$ cat config.mk
export PLATFORM = sky130hd
export DESIGN_NAME = burst_dim_clk
export DESIGN_NICKNAME = d
export VERILOG_FILES = /design/src/rtl/burst_dim_pkg.sv /design/src/rtl/bdc_sync.sv /design/src/rtl/bdc_src.sv /design/src/rtl/bdc_div.sv /design/src/rtl/burst_dim_clk.sv
export SDC_FILE = /design/constraint.sdc
export NUM_CORES = 1
export LEC_CHECK = 0
export BUFFER_PORTS_ARGS = -buffer_cell sky130_fd_sc_hd__clkbuf_2
export CAP_MARGIN = 0
export CELL_PAD_IN_SITES_DETAIL_PLACEMENT = 0
export CELL_PAD_IN_SITES_GLOBAL_PLACEMENT = 1
export CORE_ASPECT_RATIO = 0.75
export CORE_MARGIN = 1
export CORE_UTILIZATION = 37
export CTS_CLUSTER_SIZE = 8
export DETAILED_ROUTE_END_ITERATION = 10
export PLACE_DENSITY_LB_ADDON = 0.1
export SLEW_MARGIN = 10
export SYNTH_ARGS = -nofsm -noshare
export SYNTH_HDL_FRONTEND = slang
export SYNTH_SLANG_ARGS = --single-unit
$ cat constraint.sdc
create_clock -name clk -period 2 [get_ports clk]
set_input_delay 0.6 -clock clk [delete_from_list [all_inputs] [get_ports clk]]
set_output_delay 0.6 -clock clk [all_outputs]
set_load 0.05 [all_outputs]
$ cat src/rtl/burst_dim_pkg.sv
package burst_dim_pkg;

  typedef enum logic [1:0] {
    LVL_LOW  = 2'd0,
    LVL_OPEN = 2'd1,
    LVL_HIGH = 2'd2
  } tri_lvl_e;

  typedef enum logic [1:0] {
    DM_ANALOG = 2'd0,
    DM_EXT    = 2'd1,
    DM_INT    = 2'd2
  } dim_mode_e;

  // Two-bit strap code: 00 low, 11 high, 01 and 10 open.
  function automatic tri_lvl_e tri_decode(input logic [1:0] code);
    case (code)
      2'b00:   return LVL_LOW;
      2'b11:   return LVL_HIGH;
      default: return LVL_OPEN;
    endcase
  endfunction

  function automatic dim_mode_e mode_of(input tri_lvl_e lvl);
    case (lvl)
      LVL_HIGH: return DM_EXT;
      LVL_LOW:  return DM_INT;
      default:  return DM_ANALOG;
    endcase
  endfunction

endpackage

$ cat src/rtl/bdc_sync.sv
module bdc_sync #(
  parameter int STAGES = 2
) (
  input  logic clk,
  input  logic rst,
  input  logic d_i,
  output logic lvl_o,
  output logic rise_o
);
  localparam int LEN = STAGES + 1;

  logic [LEN-1:0] sr_q;

  always_ff @(posedge clk) begin
    if (rst) sr_q <= '0;
    else     sr_q <= {sr_q[LEN-2:0], d_i};
  end

  assign lvl_o  = sr_q[STAGES-1];
  assign rise_o = sr_q[STAGES-1] & ~sr_q[STAGES];
endmodule

$ cat src/rtl/bdc_src.sv
module bdc_src
  import burst_dim_pkg::*;
(
  input  logic      clk,
  input  logic      rst,
  input  logic      clr_i,
  input  dim_mode_e mode_i,
  input  logic      ext_rise_i,
  input  logic      ref_tick_i,
  output logic      ev_o
);
  logic half_q;

  // Internal source: reference divided by two.
  always_ff @(posedge clk) begin
    if (rst || clr_i)                        half_q <= 1'b0;
    else if (mode_i == DM_INT && ref_tick_i) half_q <= ~half_q;
  end

  always_comb begin
    case (mode_i)
      DM_EXT:  ev_o = ext_rise_i & ~clr_i;
      DM_INT:  ev_o = ref_tick_i & half_q & ~clr_i;
      default: ev_o = 1'b0;
    endcase
  end
endmodule

$ cat src/rtl/bdc_div.sv
module bdc_div #(
  parameter int CNT_W = 3
) (
  input  logic           clk,
  input  logic           rst,
  input  logic           clr_i,
  input  logic           analog_i,
  input  logic           ev_i,
  input  logic [CNT_W:0] div_n_i,
  output logic           burst_o
);
  localparam int NW = CNT_W + 1;

  logic [CNT_W-1:0] cnt_q;
  logic [NW-1:0]    cnt_ext;
  logic [NW-1:0]    cnt_nxt;
  logic [NW-1:0]    last;
  logic [NW-1:0]    half;

  assign cnt_ext = {1'b0, cnt_q};
  assign last    = div_n_i - NW'(1);
  assign half    = div_n_i >> 1;
  assign cnt_nxt = (cnt_ext == last) ? '0 : cnt_ext + NW'(1);

  always_ff @(posedge clk) begin
    if (rst || clr_i)  cnt_q <= '0;
    else if (ev_i)     cnt_q <= cnt_nxt[CNT_W-1:0];
  end

  always_ff @(posedge clk) begin
    if (rst)           burst_o <= 1'b0;
    else if (clr_i)    burst_o <= 1'b0;
    else if (analog_i) burst_o <= 1'b1;
    else if (ev_i)     burst_o <= (cnt_nxt >= half);
  end
endmodule

$ cat src/rtl/burst_dim_clk.sv
module burst_dim_clk
  import burst_dim_pkg::*;
#(
  parameter int SYNC_STAGES = 2,
  parameter int DIV_HIGH    = 2,
  parameter int DIV_OPEN    = 4,
  parameter int DIV_LOW     = 8
) (
  input  logic       clk,
  input  logic       rst,
  input  logic       ext_clk_i,
  input  logic       ref_tick_i,
  input  logic [1:0] mode_pin_i,
  input  logic [1:0] div_pin_i,
  output logic       burst_o,
  output logic       pol_o
);
  localparam int DIV_MAX = (DIV_LOW > DIV_OPEN) ?
                           ((DIV_LOW > DIV_HIGH) ? DIV_LOW : DIV_HIGH) :
                           ((DIV_OPEN > DIV_HIGH) ? DIV_OPEN : DIV_HIGH);
  localparam int CNT_W = $clog2(DIV_MAX);

  dim_mode_e      mode_d, mode_q;
  tri_lvl_e       div_d, div_q;
  logic           clr;
  logic           is_analog;
  logic           ext_lvl, ext_rise, src_ev;
  logic [CNT_W:0] div_n;

  assign mode_d = mode_of(tri_decode(mode_pin_i));
  assign div_d  = tri_decode(div_pin_i);

  always_ff @(posedge clk) begin
    if (rst) begin
      mode_q <= DM_ANALOG;
      div_q  <= LVL_OPEN;
    end else begin
      mode_q <= mode_d;
      div_q  <= div_d;
    end
  end

  // Strap change: divider restarts, source switches at this forced wrap.
  assign clr       = (mode_d != mode_q) || (div_d != div_q);
  assign is_analog = (mode_q == DM_ANALOG);

  always_comb begin
    case (div_q)
      LVL_HIGH: div_n = (CNT_W+1)'(DIV_HIGH);
      LVL_LOW:  div_n = (CNT_W+1)'(DIV_LOW);
      default:  div_n = (CNT_W+1)'(DIV_OPEN);
    endcase
  end

  bdc_sync #(.STAGES(SYNC_STAGES)) u_sync (
    .clk    (clk),
    .rst    (rst),
    .d_i    (ext_clk_i),
    .lvl_o  (ext_lvl),
    .rise_o (ext_rise)
  );

  bdc_src u_src (
    .clk        (clk),
    .rst        (rst),
    .clr_i      (clr),
    .mode_i     (mode_q),
    .ext_rise_i (ext_rise),
    .ref_tick_i (ref_tick_i),
    .ev_o       (src_ev)
  );

  bdc_div #(.CNT_W(CNT_W)) u_div (
    .clk      (clk),
    .rst      (rst),
    .clr_i    (clr),
    .analog_i (is_analog),
    .ev_i     (src_ev),
    .div_n_i  (div_n),
    .burst_o  (burst_o)
  );

  always_ff @(posedge clk) begin
    if (rst)            pol_o <= 1'b1;
    else if (is_analog) pol_o <= ext_lvl;
    else                pol_o <= 1'b1;
  end
endmodule

After elaboration in Yosys (flattened, before gate mapping)
Cells that the tools add are included.
Operators by class
  add/sub/neg operators: 2
  multiply operators: 0
  divide/modulo/power cells: 0
  magnitude comparators: 1
  equal/unequal tests: 9
  shift-type cells: 0
  mux-type cells: 8
  bitwise operators: 8
  reductions and logical operators: 11
Operators with widths (number)
  case mux 2 bit (2 select lines): 3
  == test 2 bit (second input constant): 5
  zero test 2 bit: 5
  case mux 4 bit (2 select lines): 1
  adder 3 x 1 -> 4 bit (second input constant): 1
  bitwise AND 1 bit: 4
  == test 3 x 4 -> 1 bit: 1
  greater-or-equal comparator 4 x 3 -> 1 bit: 1
  two-way mux 4 bit: 1
  inequality test 2 bit: 2
  inverter 1 bit: 4
  OR reduction 2 bit: 2
  subtractor 4 x 1 -> 4 bit (second input constant): 1
  == test 2 x 1 -> 1 bit (second input constant): 1
  logical OR 1 bit: 2
  two-way mux 1 bit: 2
  case mux 1 bit (2 select lines): 1
  nonzero test 2 bit: 1
  logical AND 1 bit: 1
Storage, ports and cells
  register bits: 13
  latch bits: 0
  RAM bits: 0
  ROM bits: 0
  memories kept: 0

Depth between registers and ports, before layout
Gate-level depths: netlist of the first run.
  word-level depth: 11
  gate-level depth with buffers: 7
  depth with buffers taken out: 7

Hierarchy
A second synthesis of the first run with hierarchy kept.
Unflattened totals
  cells, all modules: 88
  area total of the unflattened synthesis: 782.0 um^2
By module, submodules not included
  bdc_div: times used 1, cells an instance 47, area an instance 382.9 um^2, sequential area each 80.1 um^2
  burst_dim_clk: times used 1, cells an instance 25, area an instance 226.5 um^2, sequential area each 100.1 um^2
  bdc_sync: times used 1, cells an instance 7, area an instance 87.6 um^2, sequential area each 60.1 um^2
  bdc_src: times used 1, cells an instance 9, area an instance 85.1 um^2, sequential area each 20.0 um^2

Worst setup path before layout of the first run
No wires, ideal clock.
  kind: reg2reg
  from: reg u_div.cnt_q[1]
  to: reg u_div.burst_o
  setup time: 0.130 ns
  arrival time: 1.729 ns
  required time: 1.870 ns
  slack: 0.141 ns
  stages on the path, launching flop included: 8
  buffers on the path: 0
  clock period less this slack: 1.859 ns
  cells stage by stage: dfxtp_1 nor4bb_1 o31ai_2 and2_2 ha_1 a21o_1 a211oi_1 nor3_1
On the way
  longest elaborated chain between the ends: 5
  elaborated cells between the ends (all ways): 6
  those cells by class: add/sub: 1; order compare: 1; eq/ne: 1; mux: 3
Ends and longest elaborated chain
  from (decl): line bdc_div.sv:14  | logic [CNT_W-1:0] cnt_q;
  from (signal assigned): line bdc_div.sv:27  | else if (ev_i) cnt_q <= cnt_nxt[CNT_W-1:0];
  adder 3 x 1 -> 4 bit or == test 3 x 4 -> 1 bit (tied branches): line bdc_div.sv:23  | assign cnt_nxt = (cnt_ext == last) ? '0 : cnt_ext + NW'(1);
  two-way mux 4 bit (*): line bdc_div.sv:23
  named net u_div.cnt_nxt[1]: line bdc_div.sv:16  | logic [NW-1:0] cnt_nxt;
  greater-or-equal comparator 4 x 3 -> 1 bit (*): line bdc_div.sv:34  | else if (ev_i) burst_o <= (cnt_nxt >= half);
  two-way mux 1 bit (*): line bdc_div.sv:34
  two-way mux 1 bit (*): line bdc_div.sv:33  | else if (analog_i) burst_o <= 1'b1;
  to (signal assigned): line bdc_div.sv:34
  to (decl): line bdc_div.sv:10  | output logic burst_o
The timed path passes the listed nets; every way through them passes the cells marked *. The select of a mux whose other input is x is not followed.
A chain may end at the register's enable or synchronous reset.

Worst setup path in the final report of the first run
Ends and elaborated chain as after synthesis.

==> impl_metrics.json, run 1 <==
{
  "run_status": "finished, final reports clean",
  "number_of_antenna_violations_at_the_first_check_in_global_routing": 0,
  "route.vias.total": 559,
  "cpLargestDelayFamily": "simple AND/OR/NAND/NOR gates",
  "leakagePower_nw": 0.365,
  "number_of_clock_sinks": 13,
  "cp.buffers_inverters": 0,
  "final_layout_size_suffix_gt1_share_pct": 31.5,
  "criticalPathCategory": "flop to flop",
  "drt_drc_violations_left": 0,
  "final_wirelength_um": 1280,
  "synth_fp_nets": 90,
  "synth.cell_area_um2": 701,
  "ctsLongestPathBuffers": 2,
  "synth-seq-cells": 13,
  "gp_congestion": 0.740,
  "io_buffer_count": 9,
  "grt_overflow_total": 0,
  "timing.critical_path.from_type": "flop",
  "clkLatencyLatePin_ns": 0.27,
  "design.portCount": 10,
  "worst_slew_margin_rel_pct": 70.2,
  "netlist_instances": 75,
  "cap_viol_max_count": 0,
  "drt_iter0_markers": 3,
  "fmax_ghz": 0.538,
  "synth_seq_area_share_pct": 37.1,
  "grt_setup_unrepaired": "no",
  "num_antenna_cells": 0,
  "die_width_um": 52.3,
  "timing.hold.ws_ns": 0.453,
  "power_density_nw_per_um2": 594,
  "routed_wire_length_per_instance_um": 11.5,
  "crit_arrival_ns": 2.01,
  "cts.hold.buffers_added": 0,
  "root_buffer": "sky130_fd_sc_hd__clkbuf_4",
  "num_rows": 13,
  "first_global_vias": 475,
  "finish.net_count": 105,
  "synth_area_per_cell_um2": 9.34,
  "grt_use_total_pct": 14.8,
  "first_pass_grt_wire_length_um": 2100,
  "crit_path_max_incr_delay_ns": 0.39,
  "htree_num_levels": 1,
  "ys_types": 33,
  "final.fill_count": 180,
  "post-route-min-period_ns": 1.86,
  "crit_path_end_kind": "flop",
  "fin_util_pct": 48.1,
  "cts_buffers": 3,
  "floorplan.die.height_um": 39.7,
  "drtPass1Iterations": 4,
  "area.growth.synth_to_final_pct": 20.5,
  "antenna_violating_nets_post_route": 0,
  "cp_cell_sequence": "nor4bb_4, o31ai_2, and2_2, ha_1, a21o_1, a211oi_2, nor3_1",
  "min_path_type": "flop to flop",
  "finalHoldViolCount": 0,
  "critPathSlowestCell": "sky130_fd_sc_hd__dfxtp_4",
  "place.detailed.hpwl_um": 996,
  "clkTransAtPathRegs_ns": 0.08,
  "initial_utilization_pct": 39.9,
  "cts_tree": "done",
  "grt_max_degree": 10,
  "critical_path.max_fanout": 6,
  "vdd_drop_max_uv": 377,
  "post_drt_via_cell_ratio": 5.04,
  "number_of_setup_violations_in_the_final_report": 0,
  "maxSlewViolCount": 0,
  "synth_warnings": 0,
  "min_period_over_period_pct": 92.9,
  "die_area_um2": 2070,
  "clock-skew-final_ns": 0.000465,
  "coreArea_um2": 1760,
  "critPathRequiredTime_ns": 2.15,
  "total_power_mw": 0.502,
  "tightest_slew_ns": 0.442
}
## worst reg2reg max path, delay by kind of cell (launching register included)
family | cells | cell delay (ns)
simple gates | 3 | 0.56
flops | 1 | 0.39
compound gates | 3 | 0.50
fa+ha+maj | 1 | 0.29
## through the flow
stage               setup slack [ns]  std cells  area, um2   TNS, ns
CTS                           0.0218        111        818         0
detailed placement            0.0118        107        785         0
global route                 0.00181        111        845         0
global placement            -0.00593        107        785  -0.00593
floorplan                      0.141         75        701         0
finish                         0.142        111        845         0
## report_power, final
group / switching, mW / internal (mW) / total (mW)
combinational: 0.0365 / 0.0288 / 0.0654
clock: 0.0864 / 0.0741 / 0.161
sequential: 0.00872 / 0.267 / 0.276
## layer usage
metal / wire [um] / track usage [%] / vias to the layer above
met3: 69 / 8.53 / 2
met4: 10 / 1.97 / 0
met2: 474 / 19.9 / 11
met1: 726 / 20.4 / 251
met5: 0 / 0 / -
li1: - / - / 295
## layout by cell type (no fill, tap or decap), types with 2 or more instances in the layout
cell type                   n
sky130_fd_sc_hd__clkbuf_4   3
sky130_fd_sc_hd__clkbuf_2   9
sky130_fd_sc_hd__ha_1       7
sky130_fd_sc_hd__buf_4      2
sky130_fd_sc_hd__dfxtp_1   10
sky130_fd_sc_hd__dfxtp_2    2
sky130_fd_sc_hd__nor2b_1    7
sky130_fd_sc_hd__nor3_1     5
sky130_fd_sc_hd__nand2_1    4
sky130_fd_sc_hd__nor2_1     4
sky130_fd_sc_hd__inv_1      3
sky130_fd_sc_hd__or2_2      2
sky130_fd_sc_hd__xor2_1     4
sky130_fd_sc_hd__and2_2     2
## registers in the layout (all words and copies together), names as in the netlist
name	cells
u_div.cnt_q	3
u_sync.sr_q	3
div_q	2
mode_q	2
pol_o	1
u_div.burst_o	1
u_src.half_q	1
## logic make-up after synthesis
family	after synthesis	share of synthesized area (%)
and+or+nand+nor	36	31.4
DFF	13	37.1
AOI/OAI and AO/OA	10	10.5
adders and majority gates	7	12.5
xor gates and xnor gates	5	6.25
buffers and inverters	4	2.14
## Yosys cell counts
cell	count	share of area, %
sky130_fd_sc_hd__dfxtp_1	13	37
sky130_fd_sc_hd__ha_1	7	12
sky130_fd_sc_hd__nor2b_1	7	6.2
sky130_fd_sc_hd__nor3_1	5	3.6
sky130_fd_sc_hd__nand2_1	4	2.1
sky130_fd_sc_hd__nor2_1	4	2.1
sky130_fd_sc_hd__xor2_1	4	5.0
sky130_fd_sc_hd__inv_1	3	1.6
sky130_fd_sc_hd__and2_2	2	2.1
sky130_fd_sc_hd__nor4b_1	2	2.5
sky130_fd_sc_hd__or2_2	2	1.8
sky130_fd_sc_hd__a211o_1	1	1.3
sky130_fd_sc_hd__a211oi_1	1	1.1
sky130_fd_sc_hd__a21o_1	1	1.1
sky130_fd_sc_hd__a21oi_1	1	0.71
sky130_fd_sc_hd__a22o_1	1	1.3
sky130_fd_sc_hd__a31oi_1	1	0.89
sky130_fd_sc_hd__and3_1	1	0.89
sky130_fd_sc_hd__and3_2	1	1.1
sky130_fd_sc_hd__and3b_1	1	1.3
sky130_fd_sc_hd__clkbuf_1	1	0.54
sky130_fd_sc_hd__nand2b_1	1	0.89
sky130_fd_sc_hd__nand3_1	1	0.71
sky130_fd_sc_hd__nand3b_1	1	1.1
sky130_fd_sc_hd__nand4b_1	1	1.3
sky130_fd_sc_hd__nor3b_1	1	1.1
sky130_fd_sc_hd__nor4bb_1	1	1.4
sky130_fd_sc_hd__o21a_1	1	1.1
sky130_fd_sc_hd__o21ai_0	1	0.71
sky130_fd_sc_hd__o21ai_1	1	0.71
sky130_fd_sc_hd__o31ai_2	1	1.8
sky130_fd_sc_hd__or3b_2	1	1.3
sky130_fd_sc_hd__xnor2_1	1	1.3
## timing repair
action / in CTS / in global routing
gates resized for setup: 1 / 7
setup endpoints to repair: 1 / 1
endpoints found under the hold margin: 0 / 0
buffers inserted: 0 / 0
## final cells by class
type | instances | area [um2] | area share, %
Multi-Input combinational cell | 58 | 452 | 53.5
Sequential cell | 13 | 267 | 31.6
Timing Repair Buffer | 11 | 60.1 | 7.11
Tap cell | 22 | 27.5 | 3.26
Clock buffer | 3 | 22.5 | 2.67
Inverter | 3 | 11.3 | 1.33
Clock inverter | 1 | 5.00 | 0.593
## path summary, 6_finish.rpt
path	from	to	depth (start not counted)	slack [ns]
worst min-delay path	u_sync.sr_q[0]	u_sync.sr_q[1]	1	0.45
worst max-delay path	u_div.cnt_q[1]	u_div.burst_o	7	0.14
worst min register to register	u_sync.sr_q[0]	u_sync.sr_q[1]	1	0.45
worst max register to register	u_div.cnt_q[1]	u_div.burst_o	7	0.14
Power figures use the tool's default switching activity.
==> inputs of run 2 (changes only) <==
- ABC_AREA: unset -> 1
- CORE_UTILIZATION: 37 -> 35
==> run 2 against run 1 <==
Effect of this change:
- count of clock-buffer cells in the layout increased by 1
- critical path depth rose by 6
- final cell count increased by 25%
- highest routed layer is now met3
- via count increased by 7.2%
- clock skew rose by 0.0024 ns
- wire length is 0.70% lower
- setup slack improved by 0.082 ns
- synthesized cell count grew 39%
- clock power barely moved
==> impl_metrics.json, run 2 <==
{
  "ys_types": 20,
  "route.vias.total": 599,
  "routed_wire_length_per_instance_um": 9.15,
  "ctsLongestPathBuffers": 2,
  "min_path_type": "flop to flop",
  "num_rows": 14,
  "ffs_w_async_s_r_synth_pct": 0,
  "power_frac_seq_pct": 53.2,
  "die_area_um2": 2330,
  "synth_top_cells_by_area": "sky130_fd_sc_hd__dfxtp_1, sky130_fd_sc_hd__ha_1, sky130_fd_sc_hd__inv_1",
  "dp_cells": 135,
  "synth_area_per_cell_um2": 7.18,
  "crit_arrival_ns": 1.94,
  "post_drt_via_cell_ratio": 4.31,
  "criticalPathCategory": "flop to flop",
  "worst_slew_margin_rel_pct": 81.6,
  "clkLatencyLatePin_ns": 0.27,
  "final_layout_size_suffix_gt1_share_pct": 21.7,
  "timing.hold.ws_ns": 0.405,
  "area.growth.synth_to_final_pct": 13.6,
  "post-route-min-period_ns": 1.78,
  "first_global_vias": 577,
  "internal_power_mw": 0.376,
  "netlist_instances": 104,
  "cts_buffers": 3,
  "ys_top_cells_by_count": "sky130_fd_sc_hd__inv_1, sky130_fd_sc_hd__nand2_1, sky130_fd_sc_hd__dfxtp_1, sky130_fd_sc_hd__nor2_1, sky130_fd_sc_hd__ha_1",
  "synth.largest_area_cell": "sky130_fd_sc_hd__dfxtp_1",
  "synth_top_area_share_pct": 34.8,
  "vdd_drop_max_uv": 420,
  "design.portCount": 10,
  "leakagePower_nw": 0.425,
  "first_pass_grt_wire_length_um": 2440,
  "mostFrequentLayoutCells": "sky130_fd_sc_hd__inv_1, sky130_fd_sc_hd__nand2_1, sky130_fd_sc_hd__dfxtp_1",
  "grt_overflow_total": 0,
  "cts.hold.buffers_added": 0,
  "clkTransAtPathRegs_ns": 0.08,
  "fin_util_pct": 42.1,
  "power_frac_comb_pct": 16.0,
  "finish.net_count": 131,
  "layout.cells.non_filler": 139,
  "synth_fp_nets": 119,
  "gp_congestion": 0.732,
  "floorplan.die.height_um": 42.0,
  "synth-edff-count": 0,
  "final_wirelength_um": 1270,
  "io_buffer_count": 9,
  "drt_iter0_markers": 4,
  "number_of_setup_violations_in_the_final_report": 0,
  "die_width_um": 55.3,
  "top_regs": "u_div.cnt_q: 3 flops, u_sync.sr_q: 3 flops",
  "critPathRequiredTime_ns": 2.17,
  "coreArea_um2": 2010,
  "crit_path_end_kind": "flop",
  "number_of_clock_sinks": 13,
  "synth_warnings": 0,
  "power_density_nw_per_um2": 610,
  "antenna_violating_nets_post_route": 0,
  "totalNegativeSetupSlack_ns": 0,
  "htree_num_levels": 1,
  "min_period_over_period_pct": 88.8,
  "fmax_ghz": 0.563,
  "number_of_antenna_violations_at_the_first_check_in_global_routing": 0,
  "grt_use_total_pct": 13.6,
  "clock-skew-final_ns": 0.00284,
  "drtPass1Iterations": 4,
  "timing.critical_path.from_type": "flop",
  "finalHoldViolCount": 0,
  "synth-seq-cells": 13,
  "initial_utilization_pct": 37.1,
  "grt_max_degree": 9,
  "place.detailed.hpwl_um": 1040,
  "synthFlopType": "sky130_fd_sc_hd__dfxtp_1",
  "root_buffer": "sky130_fd_sc_hd__clkbuf_4",
  "cap_viol_max_count": 0,
  "switching_share_pct": 27.4,
  "synth_seq_area_share_pct": 34.8,
  "critical_path.max_fanout": 4,
  "num_antenna_cells": 0,
  "tightest_slew_ns": 0.278,
  "switchingPower_mw": 0.142,
  "maxSlewViolCount": 0,
  "run_status": "finished, final reports clean",
  "drt_drc_violations_left": 0,
  "clkPwrFrac_pct": 30.8,
  "cts_tree": "done",
  "synth.cell_area_um2": 747
}
[run 2: path summary, 6_finish.rpt]
check                 startpoint             end  slack (ns)  depth (start not counted)
setup reg to reg        div_q[0]   u_div.burst_o        0.22                         13
hold / removal    u_sync.sr_q[0]  u_sync.sr_q[1]        0.41                          2
hold reg to reg   u_sync.sr_q[0]  u_sync.sr_q[1]        0.41                          2
setup / recovery        div_q[0]   u_div.burst_o        0.22                         13
[run 2: layout make-up]
cell class | count | area (um2)
clock buffers | 4 | 26.3
fillers | 202 | 1170
inverters | 23 | 86.3
multi-input cells | 66 | 399
flip-flops and latches | 13 | 262
well taps | 24 | 30.0
repair buffers | 9 | 45.0
[run 2: power by group through the flow]
| stage | clock network (mW) | registers, mW | logic (mW) |
|---|---|---|---|
| after detailed placement | 0 | 0.281 | 0.0829 |
| after global routing | 0.179 | 0.277 | 0.0974 |
| after floorplan | 0 | 0.290 | 0.0529 |
| final | 0.160 | 0.275 | 0.0826 |
| after global placement | 0 | 0.281 | 0.0817 |
| after CTS | 0.166 | 0.275 | 0.0835 |
[run 2: worst max-delay path, stage by stage (launching register included)]
cell and delay, ns:
sky130_fd_sc_hd__dfxtp_1 0.36, sky130_fd_sc_hd__nor2_2 0.11, sky130_fd_sc_hd__inv_1 0.06, sky130_fd_sc_hd__nand2_1 0.06, sky130_fd_sc_hd__nand3_1 0.10, sky130_fd_sc_hd__o21ai_2 0.17
sky130_fd_sc_hd__inv_1 0.06, sky130_fd_sc_hd__ha_1 0.28, sky130_fd_sc_hd__nand2_1 0.07, sky130_fd_sc_hd__nand2_1 0.06, sky130_fd_sc_hd__a21oi_1 0.12, sky130_fd_sc_hd__nand3_1 0.10
sky130_fd_sc_hd__nand2_1 0.07, sky130_fd_sc_hd__a21oi_1 0.05
[run 2: per-stage QoR]
| step | cell area, um2 | total power, mW | setup slack, ns |
|---|---|---|---|
| final | 848 | 0.518 | 0.224 |
| after global routing | 848 | 0.553 | -0.00305 |
| after CTS | 841 | 0.524 | 0.138 |
| after detailed placement | 815 | 0.364 | 0.161 |
| after global placement | 815 | 0.363 | 0.144 |
| after floorplan | 747 | 0.343 | 0.389 |
[run 2: timing repair]
item                       CTS  global route
setup buffers                0             0
setup endpoints to repair    0             1
resized for setup            0             3
[run 2: routing by layer]
layer | GRT usage [%] | up-vias | wire [um]
li1 | - | 335 | -
met3 | 5.86 | 0 | 65
met5 | 0 | - | 0
met1 | 19.0 | 251 | 719
met2 | 20.0 | 13 | 487
met4 | 1.50 | 0 | 0
[run 2: logic make-up after synthesis]
logic type / count (synthesis) / share of synthesized area [%]
fa+ha+maj: 7 / 11.7
simple gates: 47 / 28.3
xor+xnor: 6 / 8.04
compound gates: 6 / 4.52
flops: 13 / 34.8
buf+inv: 25 / 12.6
==> inputs of run 3 (changes only) <==
--- a/config.mk
+++ b/config.mk
@@ -7,5 +7,5 @@
 export LEC_CHECK = 0
 export ABC_AREA = 1
-export BUFFER_PORTS_ARGS = -buffer_cell sky130_fd_sc_hd__clkbuf_2
+export BUFFER_PORTS_ARGS = -buffer_cell sky130_fd_sc_hd__buf_2
 export CAP_MARGIN = 0
 export CELL_PAD_IN_SITES_DETAIL_PLACEMENT = 0
==> constraint.sdc (replaced) <==
create_clock -name clk -period 2 [get_ports clk]
set_input_delay 0.1 -clock clk [delete_from_list [all_inputs] [get_ports clk]]
set_output_delay 0.1 -clock clk [all_outputs]
set_load 0.05 [all_outputs]
==> run 3 against run 2 <==
Effect of this change:
- non-clock buffer count is the same
- sequential cell count unchanged
- register-to-register slack about the same
- final cell count stayed put
- clock skew about the same
- critical path type unchanged
- critical endpoint unchanged
- largest power group unchanged
==> impl_metrics.json, run 3 (synthesis results as in run 2) <==
{
  "run_status": "finished, final reports clean",
  "hold_start": "ext_clk_i",
  "route.vias.total": 590,
  "register_area_um2": 260,
  "min_path_type": "primary input to flop",
  "grt_overflow_total": 0,
  "worst_slew_margin_rel_pct": 83.4,
  "top_regs": "u_div.cnt_q: 3 flops, u_sync.sr_q: 3 flops",
  "final_layout_size_suffix_gt1_share_pct": 20.0,
  "worstReg2RegStart": "div_q[1]",
  "critical_path.max_fanout": 4,
  "num_rows": 14,
  "drt_iter0_markers": 11,
  "number_of_antenna_violations_at_the_first_check_in_global_routing": 0,
  "power_frac_seq_pct": 53.1,
  "cts_post_setup_buffers_inserted": 0,
  "vdd_drop_max_uv": 376,
  "switchingPower_mw": 0.141,
  "power_frac_comb_pct": 15.7,
  "first_pass_grt_wire_length_um": 2270,
  "timing.critical_path.from_type": "flop",
  "leakagePower_nw": 0.423,
  "cts-resized-gates": 0,
  "die_width_um": 55.3,
  "whs_endpoint": "u_sync.sr_q[0]",
  "cts.hold.buffers_added": 0,
  "final.fill_count": 203,
  "crit_arrival_ns": 1.94,
  "design.portCount": 10,
  "clkLatencyLatePin_ns": 0.27,
  "totalNegativeSetupSlack_ns": 0,
  "clkTransAtPathRegs_ns": 0.08,
  "root_buffer": "sky130_fd_sc_hd__clkbuf_4",
  "place.detailed.hpwl_um": 1010,
  "floorplan.die.height_um": 42.0,
  "clkPwrFrac_pct": 31.1,
  "drt_drc_violations_left": 0,
  "initial_utilization_pct": 37.1,
  "criticalPathCategory": "flop to flop",
  "tightest_slew_ns": 0.250,
  "reg2reg_setup_slack_ns": 0.23,
  "worstRegToRegCells": 13,
  "htree_num_levels": 1,
  "post_drt_via_cell_ratio": 4.24,
  "routed_wire_length_per_instance_um": 8.74,
  "cap_viol_max_count": 0,
  "multi_input_area_um2": 397,
  "number_of_setup_violations_in_the_final_report": 0,
  "mostFrequentLayoutCells": "sky130_fd_sc_hd__inv_1, sky130_fd_sc_hd__nand2_1, sky130_fd_sc_hd__dfxtp_1",
  "die_area_um2": 2330,
  "crit_path_end_kind": "flop",
  "clock-skew-final_ns": 0.00322,
  "grt_setup_unrepaired": "no",
  "timing_startpoint_of_the_critical_path": "div_q[1]",
  "min_period_over_period_pct": 88.7,
  "antenna_violating_nets_post_route": 0,
  "post-route-min-period_ns": 1.77,
  "coreArea_um2": 2010,
  "gp_congestion": 0.699,
  "power_density_nw_per_um2": 612,
  "area.growth.synth_to_final_pct": 13.1,
  "worstHoldPathCells": 3,
  "critPathRequiredTime_ns": 2.17,
  "cts_tree": "done",
  "finalHoldViolCount": 0,
  "total_power_mw": 0.517,
  "grt_max_degree": 9,
  "first_global_vias": 541,
  "fmax_ghz": 0.564,
  "grt_use_total_pct": 12.5,
  "ctsLongestPathBuffers": 2,
  "io_buffer_count": 9,
  "internal_power_mw": 0.376,
  "final_wirelength_um": 1220,
  "switching_share_pct": 27.3,
  "number_of_clock_sinks": 13,
  "maxSlewViolCount": 0,
  "num_antenna_cells": 0,
  "worst_r2r_endpoint": "u_div.burst_o",
  "cts_buffers": 3,
  "drtPass1Iterations": 4,
  "finish.net_count": 131
}
-- run 3: cell count changes in the layout (fill, tap and decap cells not counted) --
cell                       delta
sky130_fd_sc_hd__buf_2        +9
sky130_fd_sc_hd__clkbuf_2     -9
sky130_fd_sc_hd__dfxtp_1      +1
sky130_fd_sc_hd__dfxtp_2      -1
sky130_fd_sc_hd__nor2_1       +1
sky130_fd_sc_hd__nor2_2       -1
-- run 3: power by group through the flow --
stage	Combinational, mW	Clock, mW	Sequential [mW]
after global placement	0.0825	0	0.281
final	0.0814	0.161	0.274
after CTS	0.0831	0.172	0.274
after global routing	0.0939	0.185	0.276
after floorplan	0.0529	0	0.290
after detailed placement	0.0826	0	0.281
-- run 3: metal layers --
metal	global-route usage [%]	vias to the layer above	share of wire, %
met5	0	-	0
met4	1.50	0	0
met3	6.79	0	7.0
met2	16.6	15	34
met1	18.1	242	58
li1	-	333	-
-- run 3: cell type report --
class / instances / area share [%]
Tap cell: 24 / 3.56
Multi-Input combinational cell: 66 / 47.0
Timing Repair Buffer: 9 / 5.33
Clock buffer: 4 / 3.11
Sequential cell: 13 / 30.8
Inverter: 23 / 10.2
-- run 3: how the worst max path moves through the flow --
stage / to / slack (ns) / cells after the start
global route: u_div.burst_o / 0.03 / 13
global placement: u_div.burst_o / 0.23 / 13
finish: u_div.burst_o / 0.23 / 13
floorplan: u_div.burst_o / 0.39 / 13
detailed placement: u_div.burst_o / 0.21 / 13
CTS: u_div.burst_o / 0.19 / 13
-- run 3: worst max-delay path: stages, from the launching register on --
cell                      delay, ns
sky130_fd_sc_hd__dfxtp_1       0.35
sky130_fd_sc_hd__nor2_1        0.15
sky130_fd_sc_hd__inv_1         0.07
sky130_fd_sc_hd__nand2_1       0.06
sky130_fd_sc_hd__nand3_1       0.09
sky130_fd_sc_hd__o21ai_2       0.15
sky130_fd_sc_hd__inv_1         0.06
sky130_fd_sc_hd__ha_1          0.28
sky130_fd_sc_hd__nand2_1       0.07
sky130_fd_sc_hd__nand2_1       0.05
sky130_fd_sc_hd__a21oi_1       0.14
sky130_fd_sc_hd__nand3_1       0.10
sky130_fd_sc_hd__nand2_1       0.07
sky130_fd_sc_hd__a21oi_1       0.05
-- run 3: metrics by stage --
step	hold slack, ns	cells	worst slack (ns)	cell area [um2]	util (%)
global placement	0.301	135	0.233	815	40.4
detailed placement	0.308	135	0.210	815	40.4
finish	0.0241	139	0.226	845	41.9
CTS	0.0161	139	0.193	841	41.7
global route	0.0322	139	0.0258	845	41.9
floorplan	0.207	104	0.389	747	-
